==> src/rtl/sha_seq_pkg.sv <==
package sha_seq_pkg;
  localparam int DW = 32;

  typedef enum logic [2:0] {
    HM_160     = 3'd0,
    HM_224     = 3'd1,
    HM_256     = 3'd2,
    HM_384     = 3'd3,
    HM_512     = 3'd4,
    HM_512T224 = 3'd5,
    HM_512T256 = 3'd6
  } hmode_e;

  localparam logic [2:0] MODE_MAX = 3'd6;

  // bus regions (upper two address bits)
  localparam logic [1:0] REG_CTRL = 2'd0;
  localparam logic [1:0] REG_MSG  = 2'd1;
  localparam logic [1:0] REG_HASH = 2'd2;

  // control word indices
  localparam int CR_MODE  = 0;
  localparam int CR_START = 1;
  localparam int CR_CHAIN = 2;
  localparam int CR_BUSY  = 3;

  // read data source select
  localparam logic [1:0] RS_REG  = 2'd0;
  localparam logic [1:0] RS_MSG  = 2'd1;
  localparam logic [1:0] RS_HASH = 2'd2;
  localparam logic [1:0] RS_ZERO = 2'd3;
endpackage

==> src/rtl/sha_seq_mode_dec.sv <==
module sha_seq_mode_dec
  import sha_seq_pkg::*;
#(
  parameter int CNT_W = 7
) (
  input  logic [2:0]       mode,
  output logic [CNT_W-1:0] blk_words,
  output logic [CNT_W-1:0] dig_words
);
  always_comb begin
    blk_words = CNT_W'(16);
    dig_words = CNT_W'(0);
    case (hmode_e'(mode))
      HM_160:     begin blk_words = CNT_W'(16); dig_words = CNT_W'(5);  end
      HM_224:     begin blk_words = CNT_W'(16); dig_words = CNT_W'(7);  end
      HM_256:     begin blk_words = CNT_W'(16); dig_words = CNT_W'(8);  end
      HM_384:     begin blk_words = CNT_W'(32); dig_words = CNT_W'(12); end
      HM_512:     begin blk_words = CNT_W'(32); dig_words = CNT_W'(16); end
      HM_512T224: begin blk_words = CNT_W'(32); dig_words = CNT_W'(7);  end
      HM_512T256: begin blk_words = CNT_W'(32); dig_words = CNT_W'(8);  end
      default:    begin blk_words = CNT_W'(16); dig_words = CNT_W'(0);  end
    endcase
  end
endmodule

==> src/rtl/sha_seq_ram.sv <==
module sha_seq_ram #(
  parameter int WORDS  = 32,
  parameter int AW     = 5,
  parameter int DW     = 32,
  parameter int NUM_RD = 1
) (
  input  logic                 clk,
  input  logic                 we,
  input  logic [AW-1:0]        waddr,
  input  logic [DW-1:0]        wdata,
  input  logic [NUM_RD-1:0]    re,
  input  logic [NUM_RD*AW-1:0] raddr,
  output logic [NUM_RD*DW-1:0] rdata
);
  logic [DW-1:0] mem [WORDS];

  always_ff @(posedge clk) begin
    if (we) mem[waddr] <= wdata;
  end

  for (genvar g = 0; g < NUM_RD; g++) begin : g_rd
    logic [DW-1:0] q;
    always_ff @(posedge clk) begin
      if (re[g]) q <= mem[raddr[g*AW +: AW]];
    end
    assign rdata[g*DW +: DW] = q;
  end
endmodule

==> src/rtl/sha_seq_ctrl.sv <==
module sha_seq_ctrl #(
  parameter int CNT_W = 7
) (
  input  logic             clk,
  input  logic             rst,
  input  logic             start_wr,
  input  logic             chain_wr,
  input  logic             core_done,
  input  logic [CNT_W-1:0] blk_words,
  output logic             busy,
  output logic             core_req,
  output logic             core_first,
  output logic [CNT_W-1:0] core_nwords
);
  logic have_state;

  always_ff @(posedge clk) begin
    if (rst) begin
      busy        <= 1'b0;
      core_req    <= 1'b0;
      core_first  <= 1'b0;
      core_nwords <= '0;
      have_state  <= 1'b0;
    end else begin
      core_req <= 1'b0;
      if (busy) begin
        if (core_done) begin
          busy       <= 1'b0;
          have_state <= 1'b1;
        end
      end else if (start_wr || chain_wr) begin
        busy        <= 1'b1;
        core_req    <= 1'b1;
        core_first  <= start_wr || !have_state;
        core_nwords <= blk_words;
      end
    end
  end

  AST_REQ_SINGLE: assert property (@(posedge clk) disable iff (rst) core_req |=> !core_req);
  AST_BUSY_HOLD: assert property (@(posedge clk) disable iff (rst) busy && !core_done |=> busy);
  AST_DONE_RELEASE: assert property (@(posedge clk) disable iff (rst) busy && core_done |=> !busy);
  AST_FIRST_FRESH: assert property (@(posedge clk) disable iff (rst) core_req && !have_state |-> core_first);
  AST_NWORDS_LEGAL: assert property (@(posedge clk) disable iff (rst) core_req |-> (core_nwords == CNT_W'(16) || core_nwords == CNT_W'(32)));
  AST_CMD_DROPPED: assert property (@(posedge clk) disable iff (rst) busy && (start_wr || chain_wr) |=> !core_req);
endmodule

==> src/rtl/sha_seq_top.sv <==
module sha_seq_top
  import sha_seq_pkg::*;
#(
  parameter  int ADDR_W     = 8,
  parameter  int MSG_WORDS  = 32,
  parameter  int HASH_WORDS = 16,
  localparam int IDX_W      = ADDR_W - 2,
  localparam int MSG_AW     = $clog2(MSG_WORDS),
  localparam int HASH_AW    = $clog2(HASH_WORDS),
  localparam int CNT_W      = IDX_W + 1
) (
  input  logic               clk,
  input  logic               rst,
  input  logic               bus_we,
  input  logic               bus_re,
  input  logic [ADDR_W-1:0]  bus_addr,
  input  logic [DW-1:0]      bus_wdata,
  input  logic [3:0]         bus_wstrb,
  output logic [DW-1:0]      bus_rdata,
  output logic               busy,
  output logic               core_req,
  output logic               core_first,
  output logic [2:0]         core_mode,
  output logic [CNT_W-1:0]   core_nwords,
  input  logic [MSG_AW-1:0]  core_msg_addr,
  output logic [DW-1:0]      core_msg_data,
  input  logic               core_hw_en,
  input  logic [HASH_AW-1:0] core_hw_addr,
  input  logic [DW-1:0]      core_hw_data,
  input  logic               core_done
);
  localparam logic [CNT_W-1:0] MSG_LIM = CNT_W'(MSG_WORDS);

  // address decode
  logic [1:0]       region;
  logic [IDX_W-1:0] idx;
  logic             full_wr, ctrl_hit, msg_hit, hash_hit, msg_in_range;
  assign region       = bus_addr[ADDR_W-1 -: 2];
  assign idx          = bus_addr[IDX_W-1:0];
  assign full_wr      = bus_we && (bus_wstrb == 4'hF) && !busy;
  assign ctrl_hit     = (region == REG_CTRL);
  assign msg_hit      = (region == REG_MSG);
  assign hash_hit     = (region == REG_HASH);
  assign msg_in_range = ({1'b0, idx} < MSG_LIM);

  // variant register
  logic [2:0] mode_q;
  logic       mode_we, start_wr, chain_wr, msg_we;
  assign mode_we  = full_wr && ctrl_hit && (idx == IDX_W'(CR_MODE)) &&
                    (bus_wdata <= {{(DW-3){1'b0}}, MODE_MAX});
  assign start_wr = full_wr && ctrl_hit && (idx == IDX_W'(CR_START));
  assign chain_wr = full_wr && ctrl_hit && (idx == IDX_W'(CR_CHAIN));
  assign msg_we   = full_wr && msg_hit && msg_in_range;

  always_ff @(posedge clk) begin
    if (rst)          mode_q <= 3'd0;
    else if (mode_we) mode_q <= bus_wdata[2:0];
  end
  assign core_mode = mode_q;

  logic [CNT_W-1:0] blk_words, dig_words;
  sha_seq_mode_dec #(.CNT_W(CNT_W)) u_dec (
    .mode      (mode_q),
    .blk_words (blk_words),
    .dig_words (dig_words)
  );

  sha_seq_ctrl #(.CNT_W(CNT_W)) u_ctrl (
    .clk         (clk),
    .rst         (rst),
    .start_wr    (start_wr),
    .chain_wr    (chain_wr),
    .core_done   (core_done),
    .blk_words   (blk_words),
    .busy        (busy),
    .core_req    (core_req),
    .core_first  (core_first),
    .core_nwords (core_nwords)
  );

  // message memory: port 0 for the bus, port 1 for the core
  logic            msg_rd, hash_rd;
  logic [2*DW-1:0] msg_q;
  assign msg_rd = bus_re && msg_hit && msg_in_range;

  sha_seq_ram #(.WORDS(MSG_WORDS), .AW(MSG_AW), .DW(DW), .NUM_RD(2)) u_msg (
    .clk   (clk),
    .we    (msg_we),
    .waddr (idx[MSG_AW-1:0]),
    .wdata (bus_wdata),
    .re    ({1'b1, msg_rd}),
    .raddr ({core_msg_addr, idx[MSG_AW-1:0]}),
    .rdata (msg_q)
  );
  assign core_msg_data = msg_q[2*DW-1:DW];

  // hash result memory, written by the core
  logic [DW-1:0] hash_q;
  assign hash_rd = bus_re && hash_hit && ({1'b0, idx} < dig_words);

  sha_seq_ram #(.WORDS(HASH_WORDS), .AW(HASH_AW), .DW(DW), .NUM_RD(1)) u_hash (
    .clk   (clk),
    .we    (core_hw_en),
    .waddr (core_hw_addr),
    .wdata (core_hw_data),
    .re    (hash_rd),
    .raddr (idx[HASH_AW-1:0]),
    .rdata (hash_q)
  );

  // read path: select and register value captured with the request
  logic [1:0]    rsel_q;
  logic [DW-1:0] regval_q;
  always_ff @(posedge clk) begin
    if (rst) begin
      rsel_q   <= RS_ZERO;
      regval_q <= '0;
    end else if (bus_re) begin
      regval_q <= '0;
      if (ctrl_hit) begin
        rsel_q <= RS_REG;
        if (idx == IDX_W'(CR_MODE))      regval_q <= {{(DW-3){1'b0}}, mode_q};
        else if (idx == IDX_W'(CR_BUSY)) regval_q <= {{(DW-1){1'b0}}, busy};
      end else if (msg_rd) begin
        rsel_q <= RS_MSG;
      end else if (hash_rd) begin
        rsel_q <= RS_HASH;
      end else begin
        rsel_q <= RS_ZERO;
      end
    end
  end

  always_comb begin
    case (rsel_q)
      RS_REG:  bus_rdata = regval_q;
      RS_MSG:  bus_rdata = msg_q[DW-1:0];
      RS_HASH: bus_rdata = hash_q;
      default: bus_rdata = '0;
    endcase
  end

  AST_MODE_LEGAL: assert property (@(posedge clk) disable iff (rst) mode_q <= MODE_MAX);
  AST_MODE_FROZEN: assert property (@(posedge clk) disable iff (rst) busy |=> $stable(mode_q));
  AST_HW_ONLY_BUSY: assert property (@(posedge clk) disable iff (rst) core_hw_en |-> busy);
endmodule

==> config.mk <==
export PLATFORM = sky130hd
export DESIGN_NAME = sha_seq_top
export DESIGN_NICKNAME = d
export VERILOG_FILES = /design/src/rtl/sha_seq_pkg.sv /design/src/rtl/sha_seq_mode_dec.sv /design/src/rtl/sha_seq_ram.sv /design/src/rtl/sha_seq_ctrl.sv /design/src/rtl/sha_seq_top.sv
export SDC_FILE = /design/constraint.sdc
export NUM_CORES = 2
export LEC_CHECK = 0
export BUFFER_PORTS_ARGS = -buffer_cell sky130_fd_sc_hd__buf_4
export CORE_ASPECT_RATIO = 2
export CORE_MARGIN = 3
export CORE_UTILIZATION = 25
export DETAILED_ROUTE_END_ITERATION = 8
export PLACE_DENSITY = 0.37
export RECOVER_POWER = 25
export SKIP_CTS_REPAIR_TIMING = 1
export SYNTH_ARGS = -nofsm -noshare
export SYNTH_HDL_FRONTEND = slang
export SYNTH_SLANG_ARGS = --single-unit
==> constraint.sdc <==
create_clock -name clk -period 4.25 [get_ports clk]
set_input_delay 0.2125 -clock clk [delete_from_list [all_inputs] [get_ports clk]]
set_output_delay 0.2125 -clock clk [all_outputs]
set_load 0.005 [all_outputs]
==> results.md <==
- The number of fill cells in the layout is about 26000.
- Across every metal layer, demand over resource in global routing totals 0.175.
- Across all hold checks on the routed design, the worst slack comes to between 0.03 and 0.04 ns.
- The internal power consumption is approximately 27000 uW.
- The flow ran to the end, but the final reports show violations.
- VDD sags by at most between 0.2 and 0.3 mV.
- The most common cell after layout, fill and taps aside is sky130_fd_sc_hd__edfxtp_1.
- The checks that failed: max-capacitance violations, max-slew violations.
- The switching part of the total power is 0.225.
- The clock tree synthesis step divided the H-tree into 4 levels.
- Pin placement for this block handled 168 I/O pins.
- The area added between synthesis and finish is 18.3%.
- After detailed routing, the average wire length per cell comes to about 35 um.
- The width of the chip is ~380 um.
- Detailed routing inserted a total of 35700 vias.
- The final layout contains between 3000 and 4000 nets.
- The post-synthesis instance area is about 70000 sq um.
- The Yosys step of the flow raised 0 warnings.
- The largest area contributor in the synthesized netlist is sky130_fd_sc_hd__edfxtp_1.
- The floorplan die area is 283000 sq um.
- From bottom edge to top edge, the die measures ~750 um.
- Clock tree synthesis inserted a total of between 150 and 200 buffers.
- The synthesis-stage register bit count is between 1500 and 2000.
- The wire-length estimate of the detail-placed layout is ~160 mm.
- Setup repair after global routing left no endpoint under its margin.
- Global routing finished with a remaining overflow of 0.
- The share of total power dissipated in sequential elements is 0.514.
- The total count of max-transition violations in the final report is between 200 and 250.
- The required time of the critical path is around 5.0 ns.
- The post-synthesis area per instance is 22.1 sq um.
- Once placement finished, the instance area stood at 75800 sq um.
- The routed design could run at a clock period as short as about 3.5 ns.
- The number of global-route vias before repair is a little under 40000.
- The final non-filler cell total is a little over 7000.
- The count of flip-flops with a built-in enable after synthesis is 1600.
- The first global-routing pass estimated approximately 340 mm of wire.
- The final setup violation count is 0.
- The worst setup path is captured at a flip-flop.
- The total leakage power is ~0.025 uW.
- The residual DRC count is 0.
- The net switching component of the power is roughly 7900 uW.
- Measured against its own limit, the worst slew margin works out to -0.141.
- STA classifies the critical path startpoint as a flip-flop.
- Measured on the finished design, the core utilization comes to 0.297.
- Ranked by total cell area, the synthesized netlist is headed by sky130_fd_sc_hd__edfxtp_1, sky130_fd_sc_hd__mux4_2, sky130_fd_sc_hd__a22oi_1.
- The number of port buffers is around 160.
- Along the worst path, the maximum fanout reaches 7.
- Of the cells placed in the final design, the portion with a size suffix greater than 1 is 0.353.
- The clock latency reported for the late side of the worst-skew pair is between 0.8 and 0.9 ns.
- In the routed layout, each cell is associated on average with a via count of approximately 5.
- The library cells used most frequently in the layout, excluding fill and tap cells, are sky130_fd_sc_hd__edfxtp_1, sky130_fd_sc_hd__mux4_2, sky130_fd_sc_hd__buf_4.
- The initial antenna violation count is 23.
- Across the routed clock network, the largest skew measured is between 0.04 and 0.05 ns.
- The share of flip-flops with an asynchronous set or reset after synthesis is 0.
- Row generation in the floorplan step produced roughly 270 rows.
- The share of total power in combinational logic is 0.066.
- The prevailing post-synth register cell is sky130_fd_sc_hd__edfxtp_1.
- The floorplan step defined a core boundary enclosing around 270000 sq um.
- Timing would allow up to between 0.2 and 0.3 GHz.
- TritonCTS built the clock tree.
- The critical path start-end classification is flip-flop to flip-flop.
- The cell sitting at the root of the clock tree is a sky130_fd_sc_hd__clkbuf_16.
- The total wire length after detailed routing is approximately 250 mm.
- The critical path data arrival time is 4.21 ns.
- The fraction of synthesized cell area taken by the top area cell type is 0.696.
- The length of the first detailed-routing pass in iterations is 5.
- The share of total power dissipated in the clock network is 0.420.
- The sequential share of the synthesized area is 0.709.
- For this configuration, the core starts out at a cell density of 0.251.
- Yosys mapped the design onto 51 distinct sky130hd cell types.
- The gate count after technology mapping is roughly 3100.
- The total power divided by cell area is approximately 430 nW/um^2.
- The pin count of the biggest net entering global routing is 61.
- In the finished design, the share of the clock period the worst path needs comes to 0.826.
- Counting along the longest clock path gives a buffer depth of 4.
- For the final routed database, the setup TNS stands at 0 ns.
- Once placement completed, the tool counted placed cells totaling around 6800.
- After routing the design area is 81700 sq um.
- The final weighted congestion of routability-driven global placement is about 0.75.
- At the pin with the least slew margin, the transition time is 1.71 ns.
- The number of DRC markers in iteration 0 is ~2800.
- The count of nets left with antenna violations once routing finished came out at 0.
- The min-delay analysis places its worst path in the category input pin to flip-flop.
- Clock-pin slew was measured on the worst setup and hold paths at approximately 0.070 ns.
- The number of hold violations in the final report is 0.
- The clock net sink count is about 1600.
- Max-cap violations in this run came to 7.
## per-layer routing
metal / vias up / part of all wire / GRT usage
li1: 14400 / - / -
met1: 19900 / 0.37 / 0.197
met3: 331 / 0.036 / 0.0220
met5: - / 0.00014 / 0
met2: 959 / 0.57 / 0.340
met4: 6 / 0.030 / 0.0518
## Yosys cell counts, types with 3 or more instances
| cell | count |
|---|---|
| sky130_fd_sc_hd__or3_1 | 5 |
| sky130_fd_sc_hd__and2_1 | 4 |
| sky130_fd_sc_hd__nand3b_1 | 9 |
| sky130_fd_sc_hd__dfxtp_1 | 46 |
| sky130_fd_sc_hd__buf_4 | 68 |
| sky130_fd_sc_hd__clkbuf_1 | 97 |
| sky130_fd_sc_hd__nor4_1 | 38 |
| sky130_fd_sc_hd__a22oi_1 | 128 |
| sky130_fd_sc_hd__mux4_2 | 672 |
| sky130_fd_sc_hd__o21ai_0 | 6 |
| sky130_fd_sc_hd__buf_6 | 14 |
| sky130_fd_sc_hd__o22ai_1 | 128 |
| sky130_fd_sc_hd__nor2_1 | 59 |
| sky130_fd_sc_hd__and3_1 | 3 |
| sky130_fd_sc_hd__nor3_1 | 8 |
| sky130_fd_sc_hd__nand4_1 | 35 |
| sky130_fd_sc_hd__mux2i_1 | 6 |
| sky130_fd_sc_hd__a21oi_1 | 16 |
| sky130_fd_sc_hd__ha_1 | 9 |
| sky130_fd_sc_hd__or3b_2 | 4 |
| sky130_fd_sc_hd__buf_1 | 37 |
| sky130_fd_sc_hd__inv_1 | 6 |
| sky130_fd_sc_hd__buf_2 | 41 |
| sky130_fd_sc_hd__edfxtp_1 | 1600 |
| sky130_fd_sc_hd__nand3_1 | 8 |
| sky130_fd_sc_hd__nand2_1 | 23 |
| sky130_fd_sc_hd__nand2b_1 | 4 |
| sky130_fd_sc_hd__a22o_1 | 29 |
## path summary, 6_finish.rpt
path	startpoint	to	slack [ns]	depth (start not counted)
setup / recovery	core_mode[0]	rsel_q[0]	0.74	11
hold / removal	bus_addr[3]	u_hash.rdata[4]	0.03	2
setup reg to reg	core_mode[0]	rsel_q[0]	0.74	11
hold reg to reg	regval_q[2]	regval_q[2]	0.46	2
## critical path, stage by stage (launching register included)
cell and delay [ns]:
sky130_fd_sc_hd__dfxtp_1 0.46, sky130_fd_sc_hd__inv_1 0.11, sky130_fd_sc_hd__ha_1 0.28, sky130_fd_sc_hd__nand2_1 0.11, sky130_fd_sc_hd__ha_1 0.28, sky130_fd_sc_hd__a21oi_1 0.19, sky130_fd_sc_hd__a21oi_1 0.09, sky130_fd_sc_hd__dlygate4sd3_1 0.56
sky130_fd_sc_hd__a21oi_1 0.11, sky130_fd_sc_hd__dlygate4sd3_1 0.55, sky130_fd_sc_hd__o311ai_1 0.09, sky130_fd_sc_hd__dlygate4sd3_1 0.56
## metrics by stage
stage / worst slack (ns) / total power [uW]
finish: 0.741 / 35000
global route: 0.570 / 36200
global placement: 1.06 / 20700
floorplan: 0.502 / 19600
detailed placement: 1.00 / 20700
CTS: 0.863 / 35600
## final cells by class
type                    instances  area, sq um  share of cell area
clock buffers                 214         4480              0.0548
diodes                         13         32.5            0.000398
multi-input cells            1225        19200               0.235
inverters                       6         22.5            0.000276
well taps                    3562         4460              0.0546
clock inverters                77          733             0.00898
flip-flops and latches       1646        49000               0.600
repair buffers                412         3800              0.0465
## power groups by stage
stage,clock network (uW),registers (uW),logic [uW]
after floorplan,0,18300,1280
after global placement,0,18400,2350
after detailed placement,0,18400,2350
after CTS,15200,18000,2360
after global routing,15700,18000,2480
final,14700,18000,2320
## logic make-up after synthesis
kind of cell             share of synthesized area
adder cells (fa/ha/maj)                    0.00163
other                                    0.0000543
AO/OA/AOI/OAI                               0.0319
AND/OR/NAND/NOR                             0.0169
flip-flops                                   0.709
multiplexers                                 0.220
XOR/XNOR                                  0.000127
buffers and inverters                       0.0203
## state kept, by name (all words and copies together) (netlist names), 2 cells and up
signal              count
core_mode               3
regval_q                3
rsel_q                  2
u_ctrl.core_nwords      2
u_hash.mem            512
u_hash.rdata           32
u_msg.g_rd.q           64
u_msg.mem            1024
Note: power is estimated with default switching activity, not from simulation.
